[config.mk]
export PLATFORM = sky130hd
export DESIGN_NAME = ref_failover_ctrl
export DESIGN_NICKNAME = d
export VERILOG_FILES = /design/src/rtl/rfo_pkg.sv /design/src/rtl/rfo_sync.sv /design/src/rtl/rfo_datapath.sv /design/src/rtl/rfo_control.sv /design/src/rtl/ref_failover_ctrl.sv
export SDC_FILE = /design/constraint.sdc
export NUM_CORES = 1
export LEC_CHECK = 0
export BUFFER_PORTS_ARGS = -buffer_cell sky130_fd_sc_hd__buf_4
export CAP_MARGIN = 20
export CORE_MARGIN = 3
export CORE_UTILIZATION = 46
export DETAILED_ROUTE_END_ITERATION = 10
export PLACE_DENSITY_LB_ADDON = 0.25
export SLEW_MARGIN = 25
export SYNTH_ARGS = -nofsm -noshare
export SYNTH_HDL_FRONTEND = slang
export SYNTH_SLANG_ARGS = --single-unit
[constraint.sdc]
create_clock -name clk -period 1 [get_ports clk]
set_input_delay 0.1 -clock clk [delete_from_list [all_inputs] [get_ports clk]]
set_output_delay 0.1 -clock clk [all_outputs]
set_load 0.1 [all_outputs]
[src/rtl/rfo_pkg.sv]
package rfo_pkg;
  // events reported by the sampling datapath to the selection control
  typedef struct packed {
    logic       alarmPulse;  // one-cycle strobe on alarm-reset assertion
    logic [1:0] refStuck;    // level: reference idle for the fault edge count
  } dpEvt_t;
endpackage

[src/rtl/rfo_sync.sv]
module rfo_sync #(
  parameter int   STAGES  = 2,
  parameter logic RST_VAL = 1'b0
) (
  input  logic clk,
  input  logic rst,
  input  logic d,
  output logic q
);
  logic [STAGES-1:0] chain;

  generate
    if (STAGES == 1) begin : g_one
      always_ff @(posedge clk) begin
        if (rst) chain <= RST_VAL;
        else     chain <= d;
      end
    end else begin : g_many
      always_ff @(posedge clk) begin
        if (rst) chain <= {STAGES{RST_VAL}};
        else     chain <= {chain[STAGES-2:0], d};
      end
    end
  endgenerate

  assign q = chain[STAGES-1];
endmodule

[src/rtl/rfo_datapath.sv]
module rfo_datapath
  import rfo_pkg::*;
#(
  parameter int SYNC_STAGES = 2,
  parameter int FAULT_EDGES = 3,
  parameter int NUM_REFS    = 2
) (
  input  logic                clk,
  input  logic                rst,
  input  logic                fbClk,
  input  logic [NUM_REFS-1:0] refIn,
  input  logic                alarmRstN,
  output dpEvt_t              evt
);
  localparam int CNT_W = $clog2(FAULT_EDGES + 1);
  localparam logic [CNT_W-1:0] CNT_MAX = CNT_W'(FAULT_EDGES);

  logic fbSync, fbLast, fbEdge;
  logic alarmSync, alarmLast;

  rfo_sync #(.STAGES(SYNC_STAGES), .RST_VAL(1'b0)) u_fbSync (
    .clk(clk), .rst(rst), .d(fbClk), .q(fbSync)
  );
  rfo_sync #(.STAGES(SYNC_STAGES), .RST_VAL(1'b1)) u_alarmSync (
    .clk(clk), .rst(rst), .d(alarmRstN), .q(alarmSync)
  );

  always_ff @(posedge clk) begin
    if (rst) begin
      fbLast    <= 1'b0;
      alarmLast <= 1'b1;
    end else begin
      fbLast    <= fbSync;
      alarmLast <= alarmSync;
    end
  end

  assign fbEdge         = fbSync ^ fbLast;
  assign evt.alarmPulse = alarmLast & ~alarmSync;

  generate
    for (genvar i = 0; i < NUM_REFS; i++) begin : g_ref
      logic             refSync, refLast, refEdge;
      logic [CNT_W-1:0] idleCnt;

      rfo_sync #(.STAGES(SYNC_STAGES), .RST_VAL(1'b0)) u_refSync (
        .clk(clk), .rst(rst), .d(refIn[i]), .q(refSync)
      );

      assign refEdge = refSync ^ refLast;

      always_ff @(posedge clk) begin
        if (rst) begin
          refLast <= 1'b0;
          idleCnt <= '0;
        end else begin
          refLast <= refSync;
          if (refEdge)
            idleCnt <= '0;
          else if (fbEdge && idleCnt != CNT_MAX)
            idleCnt <= idleCnt + 1'b1;
        end
      end

      assign evt.refStuck[i] = (idleCnt == CNT_MAX);
    end
  endgenerate
endmodule

[src/rtl/rfo_control.sv]
module rfo_control
  import rfo_pkg::*;
(
  input  logic       clk,
  input  logic       rst,
  input  dpEvt_t     evt,
  input  logic       prefSel,
  input  logic       manOverride,
  output logic [1:0] faultFlags,
  output logic       selOut
);
  logic curBad, altBad;

  assign curBad = faultFlags[selOut];
  assign altBad = faultFlags[~selOut];

  always_ff @(posedge clk) begin
    if (rst) begin
      faultFlags <= 2'b00;
      selOut     <= prefSel;
    end else begin
      if (evt.alarmPulse) faultFlags <= 2'b00;
      else                faultFlags <= faultFlags | evt.refStuck;

      if (manOverride || evt.alarmPulse) selOut <= prefSel;
      else if (curBad && !altBad)        selOut <= ~selOut;
    end
  end
endmodule

[src/rtl/ref_failover_ctrl.sv]
module ref_failover_ctrl
  import rfo_pkg::*;
#(
  parameter int SYNC_STAGES = 2,
  parameter int FAULT_EDGES = 3
) (
  input  logic clk,
  input  logic rst,
  input  logic fbClk,
  input  logic refIn0,
  input  logic refIn1,
  input  logic prefSel,
  input  logic alarmRstN,
  input  logic manOverride,
  output logic faultFlag0,
  output logic faultFlag1,
  output logic selOut
);
  dpEvt_t     evt;
  logic [1:0] flags;

  rfo_datapath #(
    .SYNC_STAGES(SYNC_STAGES), .FAULT_EDGES(FAULT_EDGES), .NUM_REFS(2)
  ) u_dp (
    .clk(clk), .rst(rst), .fbClk(fbClk), .refIn({refIn1, refIn0}),
    .alarmRstN(alarmRstN), .evt(evt)
  );

  rfo_control u_ctl (
    .clk(clk), .rst(rst), .evt(evt), .prefSel(prefSel),
    .manOverride(manOverride), .faultFlags(flags), .selOut(selOut)
  );

  assign faultFlag0 = flags[0];
  assign faultFlag1 = flags[1];
endmodule

* Yosys cells after proc, flatten, opt, wreduce, memory -nomap -nowiden *
Cells that the tools add are included.

storage, ports and cells
  bits of input ports = 8
  register bits after elaboration = 19
  word-level logic and storage cells = 43

operators by class
  reduce and logical (&&, ||, !) cells = 9
  magnitude comparators = 2
  equal/unequal tests = 4
  bitwise gates (word level) = 7
  mux-type cells = 7
  add/subtract/negate cells = 2

operator list
  operator                                                              count
  1-bit 2-to-1 mux                                                      7
  2-bit OR reduction                                                    3
  2-bit by 1-bit adder with 2-bit output, second input constant         2
  2-bit == test, second input constant                                  2
  1-bit by 2-bit < comparator with 1-bit output, second input constant  2
  2-bit inequality test, second input constant                          2
  1-bit logical AND                                                     3
  3-bit nonzero test                                                    1
  1-bit XOR                                                             3
  1-bit inverter                                                        2
  2-bit bitwise OR                                                      1
  1-bit bitwise AND                                                     1
  1-bit zero test                                                       1
  1-bit logical OR                                                      1

* Longest topological paths before layout *
Gate-level depths: netlist (run 1).

  depth in word-level cells = 8
  depth in mapped cells = 3
  mapped depth without buffers = 3

* Hierarchy *
Synthesis (run 1) repeated with hierarchy kept, for this count alone.

unflattened totals
  cell total of the unflattened synthesis = 62
  area total of the unflattened synthesis = 673.1 um^2

by module, submodules not included
  module        instances  cells an instance  area each (um^2)
  rfo_datapath  1          33                 331.6
  rfo_sync      4          4                  52.6
  rfo_control   1          13                 131.4

* Worst setup path before layout (run 1) *
No wires, ideal clock.

  kind = register to register
  start point = register u_ctl.faultFlags[0]
  end point = register u_ctl.selOut (enable)
  cell stages (with the launch flop) = 3
  clock period less this slack = 1,735 ps
  required time = 704 ps
  slack = -735 ps
  data arrival time = 1,439 ps
  path buffers = 0
  path through = dfxtp_1 > or3b_1 > nand3_1

on the way
  longest elaborated chain between the ends = 5

ends and longest elaborated chain
  what                                                  line               text
  from (decl)                                           rfo_control.sv:9   output logic [1:0] faultFlags,
  from (signal assigned)                                rfo_control.sv:23  else faultFlags <= faultFlags | evt.refStuck;
  1-bit 2-to-1 mux (implied by the code) (2 in series)  rfo_control.sv:15  assign altBad = faultFlags[~selOut];
  1-bit zero test                                       rfo_control.sv:26  else if (curBad && !altBad) selOut <= ~selOut;
  1-bit logical AND *                                   rfo_control.sv:26
  3-bit nonzero test (no line) *                        n/a
  to (signal assigned)                                  rfo_control.sv:20  selOut <= prefSel;
  to (signal assigned)                                  rfo_control.sv:25  if (manOverride || evt.alarmPulse) selOut <= prefSel;
  to (signal assigned)                                  rfo_control.sv:26
  to (decl)                                             rfo_control.sv:10  output logic selOut

Mark *: on every way between the ends. The rest lies on a longest branch, timed or not. The select of a mux whose other input is x is not followed.
A chain may end at the register's enable or synchronous reset.

* Worst setup path after layout (run 1) *
  start point = register u_ctl.selOut
  end point = register u_ctl.selOut (enable)

on the way
  longest elaborated chain between the ends = 5

ends and longest elaborated chain
  what                                                  line
  1-bit 2-to-1 mux (implied by the code) (2 in series)  rfo_control.sv:15
  1-bit zero test                                       rfo_control.sv:26
  1-bit logical AND *                                   rfo_control.sv:26
  3-bit nonzero test (no line) *                        n/a

Marked as above.

==> results.json, run 1 <==
{
  "status": "finished with violations",
  "failed_checks": "setup timing",
  "arrival_ns": 1.18,
  "wl_met3_um": 52,
  "relSlewSlack_pct": 84.47,
  "drive_above_1_share_pct": 54.76,
  "ios": 11,
  "yosysWarnings": 0,
  "critPathKind": "reg -> reg",
  "syn-cell-area_um2": 678.2,
  "drt-met1-wl_um": 503,
  "ys_seq_elements": 19,
  "core_area_um2": 1334,
  "tightest_slew_ns": 0.2305,
  "drv_cap": 0,
  "clk_path_buf_depth": 2,
  "routedWlPerCell_um": 12.86,
  "grt_overflow": 0,
  "dp_hpwl_um": 865.8,
  "timing.hold.ws_ns": 0.01600,
  "crit_chain": "or3b_4 > nand3_2",
  "setup_viol": 8,
  "final.setup.tns_ns": -0.5636,
  "htree_levels": 1,
  "cp_max_fo": 2,
  "drt_iter0_markers": 0,
  "initial_core_util_pct": 50.84,
  "cts_tree": "yes",
  "antenna_found_initial": 0,
  "p_leak_nw": 0.3995,
  "start_kind": "register",
  "syn_nets": 72,
  "grt_pass1_vias": 542,
  "period_needed_ns": 1.158,
  "rsz0062_at_grt": "true",
  "irDropWorstVdd_v": 0.001037,
  "hold_violations": 0,
  "dr_wl_met2_um": 676,
  "place.gp.congestion": 0.7157,
  "cp.required_ns": 1.02,
  "syn_area_per_cell_um2": 10.94,
  "cp_slowest_cell": "edfxtp_1",
  "fmax_ghz": 0.8638,
  "synth_common_cells": "18 x dfxtp_1, 8 x nor2b_1, 5 x a21oi_1, 4 x o21ai_0",
  "root_buffer": "clkbuf_4",
  "yosysSeqAreaShare_pct": 57.56,
  "highest_layer": "met4",
  "synth_top_area_share_pct": 53.14,
  "grt_pass1_wl_um": 2173,
  "die_area_um2": 1971,
  "port_buffers": 10,
  "clock_latency_ns": 0.29,
  "post-cts-setup-buffer-count": 0,
  "die_w_um": 44.40,
  "area_growth_pct": 51.11,
  "yosysTopAreaCell": "dfxtp_1",
  "synth-main-ff-cell": "dfxtp_1",
  "setup_ws_ns": -0.1577,
  "hold_class": "in -> reg",
  "fillers": 93,
  "synth_edf_count": 1,
  "utilization_pct": 76.83,
  "rows": 13,
  "synthArstFlopShare_pct": 0,
  "p_per_area_nw_per_um2": 1328,
  "ys_types": 20,
  "skew_ns": 0.003881,
  "drc": 0,
  "critical_path.max_stage_delay_ns": 0.41,
  "fin_nets": 95,
  "vias": 516,
  "fin_area_um2": 1025,
  "numCtsBuffers": 3,
  "ant_nets": 0,
  "vias_per_cell": 5.212,
  "cts.sinks": 19,
  "critPathCaptureType": "register",
  "synth.top_cells.by_area": "dfxtp_1 53%, nor2b_1 7.4%, edfxtp_1 4.4%",
  "drt_first_pass_iters": 1,
  "path_clk_slew_ns": 0.10,
  "track_usage_pct": 15.26,
  "placed_area_um2": 835.8,
  "die_h_um": 44.40,
  "synthCells": 62,
  "yosysMostFrequentCell": "dfxtp_1",
  "n_antenna_cell": 0,
  "grt_start_max_net_pins": 15,
  "period_share_pct": 115.8,
  "drv_slew": 0,
  "wirelength_um": 1273
}
## sequential cells by signal (all words and copies together), names as in the netlist
name and flops:
u_ctl.faultFlags 2, u_ctl.selOut 1, u_dp.alarmLast 1, u_dp.fbLast 1, u_dp.g_ref.idleCnt 4, u_dp.g_ref.refLast 2
u_dp.g_ref.u_refSync.chain 4, u_dp.u_alarmSync.chain 2, u_dp.u_fbSync.chain 2
## routing by layer
| metal | vias to the layer above | track usage, % |
|---|---|---|
| met1 | 247 | 16.20 |
| met3 | 6 | 2.439 |
| met4 | 0 | 9.036 |
| met5 | - | 0 |
| li1 | 251 | - |
| met2 | 12 | 27.91 |
## through the flow
stage	total power [W]	worst slack [ns]	cells
2_1_floorplan	0.0009089	-0.6440	62
3_3_place_gp	0.0009576	-0.09471	94
3_5_place_dp	0.0009661	-0.1375	94
4_1_cts	0.001379	-0.1466	99
5_1_grt	0.001428	-0.1894	99
6_report	0.001361	-0.1577	99
## cell type report
cell class                 count  area [um2]  area share, %
sequential                    19       412.9          40.29
multi-input combinational     40       356.6          34.80
timing repair buffer          19       201.4          19.66
clock buffer                   3       22.52          2.198
tap                           15       18.77          1.832
inverter                       2       7.507         0.7326
clock inverter                 1       5.005         0.4884
## placed cells by master (no fill, tap or decap), drive strengths merged, types with 2 or more instances in the layout
master  Yosys  layout
clkbuf      1       3
a21oi       5       5
or2         3       3
nand2b      2       2
xnor2       3       3
dfxtp      18      18
o21ai       4       4
o21a        2       2
inv         2       2
nand3b      3       3
nor2b       9       9
or3         2       2
ha          2       2
buf         0      18
## path summary, 6_finish.rpt
path,from,end,slack (ns),depth (start not counted)
worst max register to register,u_ctl.selOut$_DFFE_PP_,u_ctl.selOut$_DFFE_PP_,-0.16,2
worst min-delay path,fbClk,u_dp.u_fbSync.chain[0]$_SDFF_PP0_,0.02,2
worst max-delay path,u_ctl.selOut$_DFFE_PP_,u_ctl.selOut$_DFFE_PP_,-0.16,2
worst min register to register,u_dp.u_alarmSync.chain[0]$_SDFF_PP1_,u_dp.u_alarmSync.chain[1]$_SDFF_PP1_,0.42,1
## power by group
group / leakage (nW) / total, W / switching [W] / internal, W
Clock: 0.0177 / 0.000373 / 0.000224 / 0.000149
Combinational: 0.220 / 0.000178 / 0.0000853 / 0.0000923
Sequential: 0.162 / 0.000811 / 0.0000211 / 0.000790
## timing repair
action,4_1_cts,5_1_grt
pin swaps,4,6
hold buffers,1,0
hold endpoints to repair,1,0
setup endpoints to repair,9,9
gates resized for setup,29,11
## cell families after synthesis
| family | Yosys count | synth area share [%] |
|---|---|---|
| AOI/OAI and AO/OA | 12 | 9.962 |
| xor gates and xnor gates | 4 | 5.167 |
| adders and majority gates | 2 | 3.689 |
| buffers and inverters | 3 | 1.660 |
| DFF | 19 | 57.57 |
| muxes | 1 | 1.476 |
| and+or+nand+nor | 21 | 20.48 |
## worst max-delay path, delay by kind of cell, from the launching register on
family,cells,cell delay (ns)
AND/OR/NAND/NOR,2,0.48
flip-flops,1,0.41
No activity file was read; power rests on OpenSTA's default activity.
==> run 2: changes to the inputs <==
- CTS_BUF_LIST: unset -> sky130_fd_sc_hd__clkbuf_16
- SKIP_CTS_REPAIR_TIMING: unset -> 1
==> results.json, run 2 (synthesis gave the netlist of run 1 again) <==
{
  "crit_start": "u_ctl.selOut$_DFFE_PP_",
  "dr_wl_met2_um": 726,
  "port_buffers": 10,
  "timing.hold.ws_ns": 0.03393,
  "die_h_um": 44.40,
  "vias": 502,
  "rsz0062_at_grt": "true",
  "place_ws_ns": -0.1375,
  "skew_ns": 0.0007617,
  "critPathKind": "reg -> reg",
  "place.gp.congestion": 0.7157,
  "fillers": 84,
  "r2r_cells": 2,
  "p_per_area_nw_per_um2": 1685,
  "rows": 13,
  "highest_layer": "met4",
  "vias_per_cell": 5.071,
  "drt_iter0_markers": 3,
  "dp_hpwl_um": 865.8,
  "clk_path_buf_depth": 2,
  "cts_tree": "yes",
  "ant_nets": 0,
  "arrival_ns": 1.12,
  "die_area_um2": 1971,
  "die_w_um": 44.40,
  "grt_start_max_net_pins": 15,
  "drv_cap": 0,
  "routedWlPerCell_um": 13.80,
  "drc": 0,
  "period_share_pct": 115.5,
  "root_buffer": "clkbuf_16",
  "p_leak_nw": 0.4212,
  "mostFrequentLayoutCells": "14 x buf_4, 9 x dfxtp_1, 8 x nor2b_1",
  "initial_core_util_pct": 50.84,
  "grt_pass1_vias": 563,
  "drt-met1-wl_um": 573,
  "relSlewSlack_pct": 85.54,
  "whs_endpoint": "u_dp.u_alarmSync.chain[0]$_SDFF_PP1_",
  "setup_ws_ns": -0.1550,
  "final.setup.tns_ns": -0.3780,
  "tightest_slew_ns": 0.2163,
  "status": "finished with violations",
  "failed_checks": "setup timing",
  "antenna_found_initial": 0,
  "grt_pass1_wl_um": 2125,
  "core_area_um2": 1334,
  "period_needed_ns": 1.155,
  "cp_max_fo": 2,
  "htree_levels": 1,
  "wirelength_um": 1366,
  "wl_met3_um": 41,
  "area_growth_pct": 57.20,
  "reg_top3": "u_dp.g_ref.idleCnt: 4 flops, u_dp.g_ref.u_refSync.chain: 4 flops",
  "hold_violations": 0,
  "numCtsBuffers": 3,
  "drt_first_pass_iters": 4,
  "reg2reg_slack_ns": -0.16,
  "cp.required_ns": 0.97,
  "fmax_ghz": 0.8658,
  "r2r_start": "u_ctl.selOut$_DFFE_PP_",
  "min_path_cells": 2,
  "layout_commonest_cell": "buf_4",
  "critPathCaptureType": "register",
  "hold_class": "in -> reg",
  "r2r-end": "u_ctl.selOut$_DFFE_PP_",
  "drive_above_1_share_pct": 55.95,
  "n_antenna_cell": 0,
  "drv_slew": 0,
  "grt_overflow": 0,
  "fin_nets": 95,
  "clock_latency_ns": 0.25,
  "hold_start": "alarmRstN",
  "irDropWorstVdd_v": 0.001273,
  "ios": 11,
  "start_kind": "register",
  "path_clk_slew_ns": 0.05,
  "setup_viol": 5,
  "track_usage_pct": 15.08,
  "cts.sinks": 19
}
## run 2: cell types whose count changed in the layout (fill, tap and decap cells not counted), sizes merged
cell         delta
buf             +1
dlygate4sd3     -1
## run 2: layer usage
metal,global-route usage [%],up-vias
met5,0,-
met4,12.65,0
met3,3.659,4
met2,26.16,10
met1,14.90,238
li1,-,250
## run 2: worst max path at each step
stage / endpoint / cells after the start
after floorplan: u_ctl.selOut$_DFFE_PP_ / 2
after global placement: u_ctl.selOut$_DFFE_PP_ / 2
after detailed placement: u_ctl.selOut$_DFFE_PP_ / 3
after CTS: u_ctl.selOut$_DFFE_PP_ / 3
after global routing: u_ctl.selOut$_DFFE_PP_ / 2
final: u_ctl.selOut$_DFFE_PP_ / 2
## run 2: through the flow
stage / util (%) / area [um2] / std cells / total power, W
3_5_place_dp: 62.66 / 835.8 / 94 / 0.0009661
3_3_place_gp: 62.66 / 835.8 / 94 / 0.0009576
4_1_cts: 68.67 / 915.9 / 98 / 0.001775
6_report: 79.93 / 1066 / 99 / 0.001796
2_1_floorplan: - / 685.7 / 62 / 0.0009089
5_1_grt: 79.93 / 1066 / 99 / 0.001867
## run 2: final cells by class
class                   count  area, um2  area share, %
flip-flops and latches     19      409.1          38.38
multi-input cells          40      362.8          34.04
repair buffers             19      187.7          17.61
clock buffers               3      75.07          7.042
well taps                  15      18.77          1.761
inverters                   2      7.507         0.7042
clock inverters             1      5.005         0.4695
## run 2: report_power, final
| group | internal (W) | leakage [nW] | switching [W] |
|---|---|---|---|
| Sequential | 0.000794 | 0.162 | 0.0000211 |
| Clock | 0.000535 | 0.0409 | 0.000264 |
| Combinational | 0.0000946 | 0.218 | 0.0000878 |
| Total | 0.00142 | 0.421 | 0.000373 |
## run 2: critical path, cell delays in order, from the launching register on
cell	delay (ns)
edfxtp_1	0.40
or3b_1	0.38
nand3_2	0.09
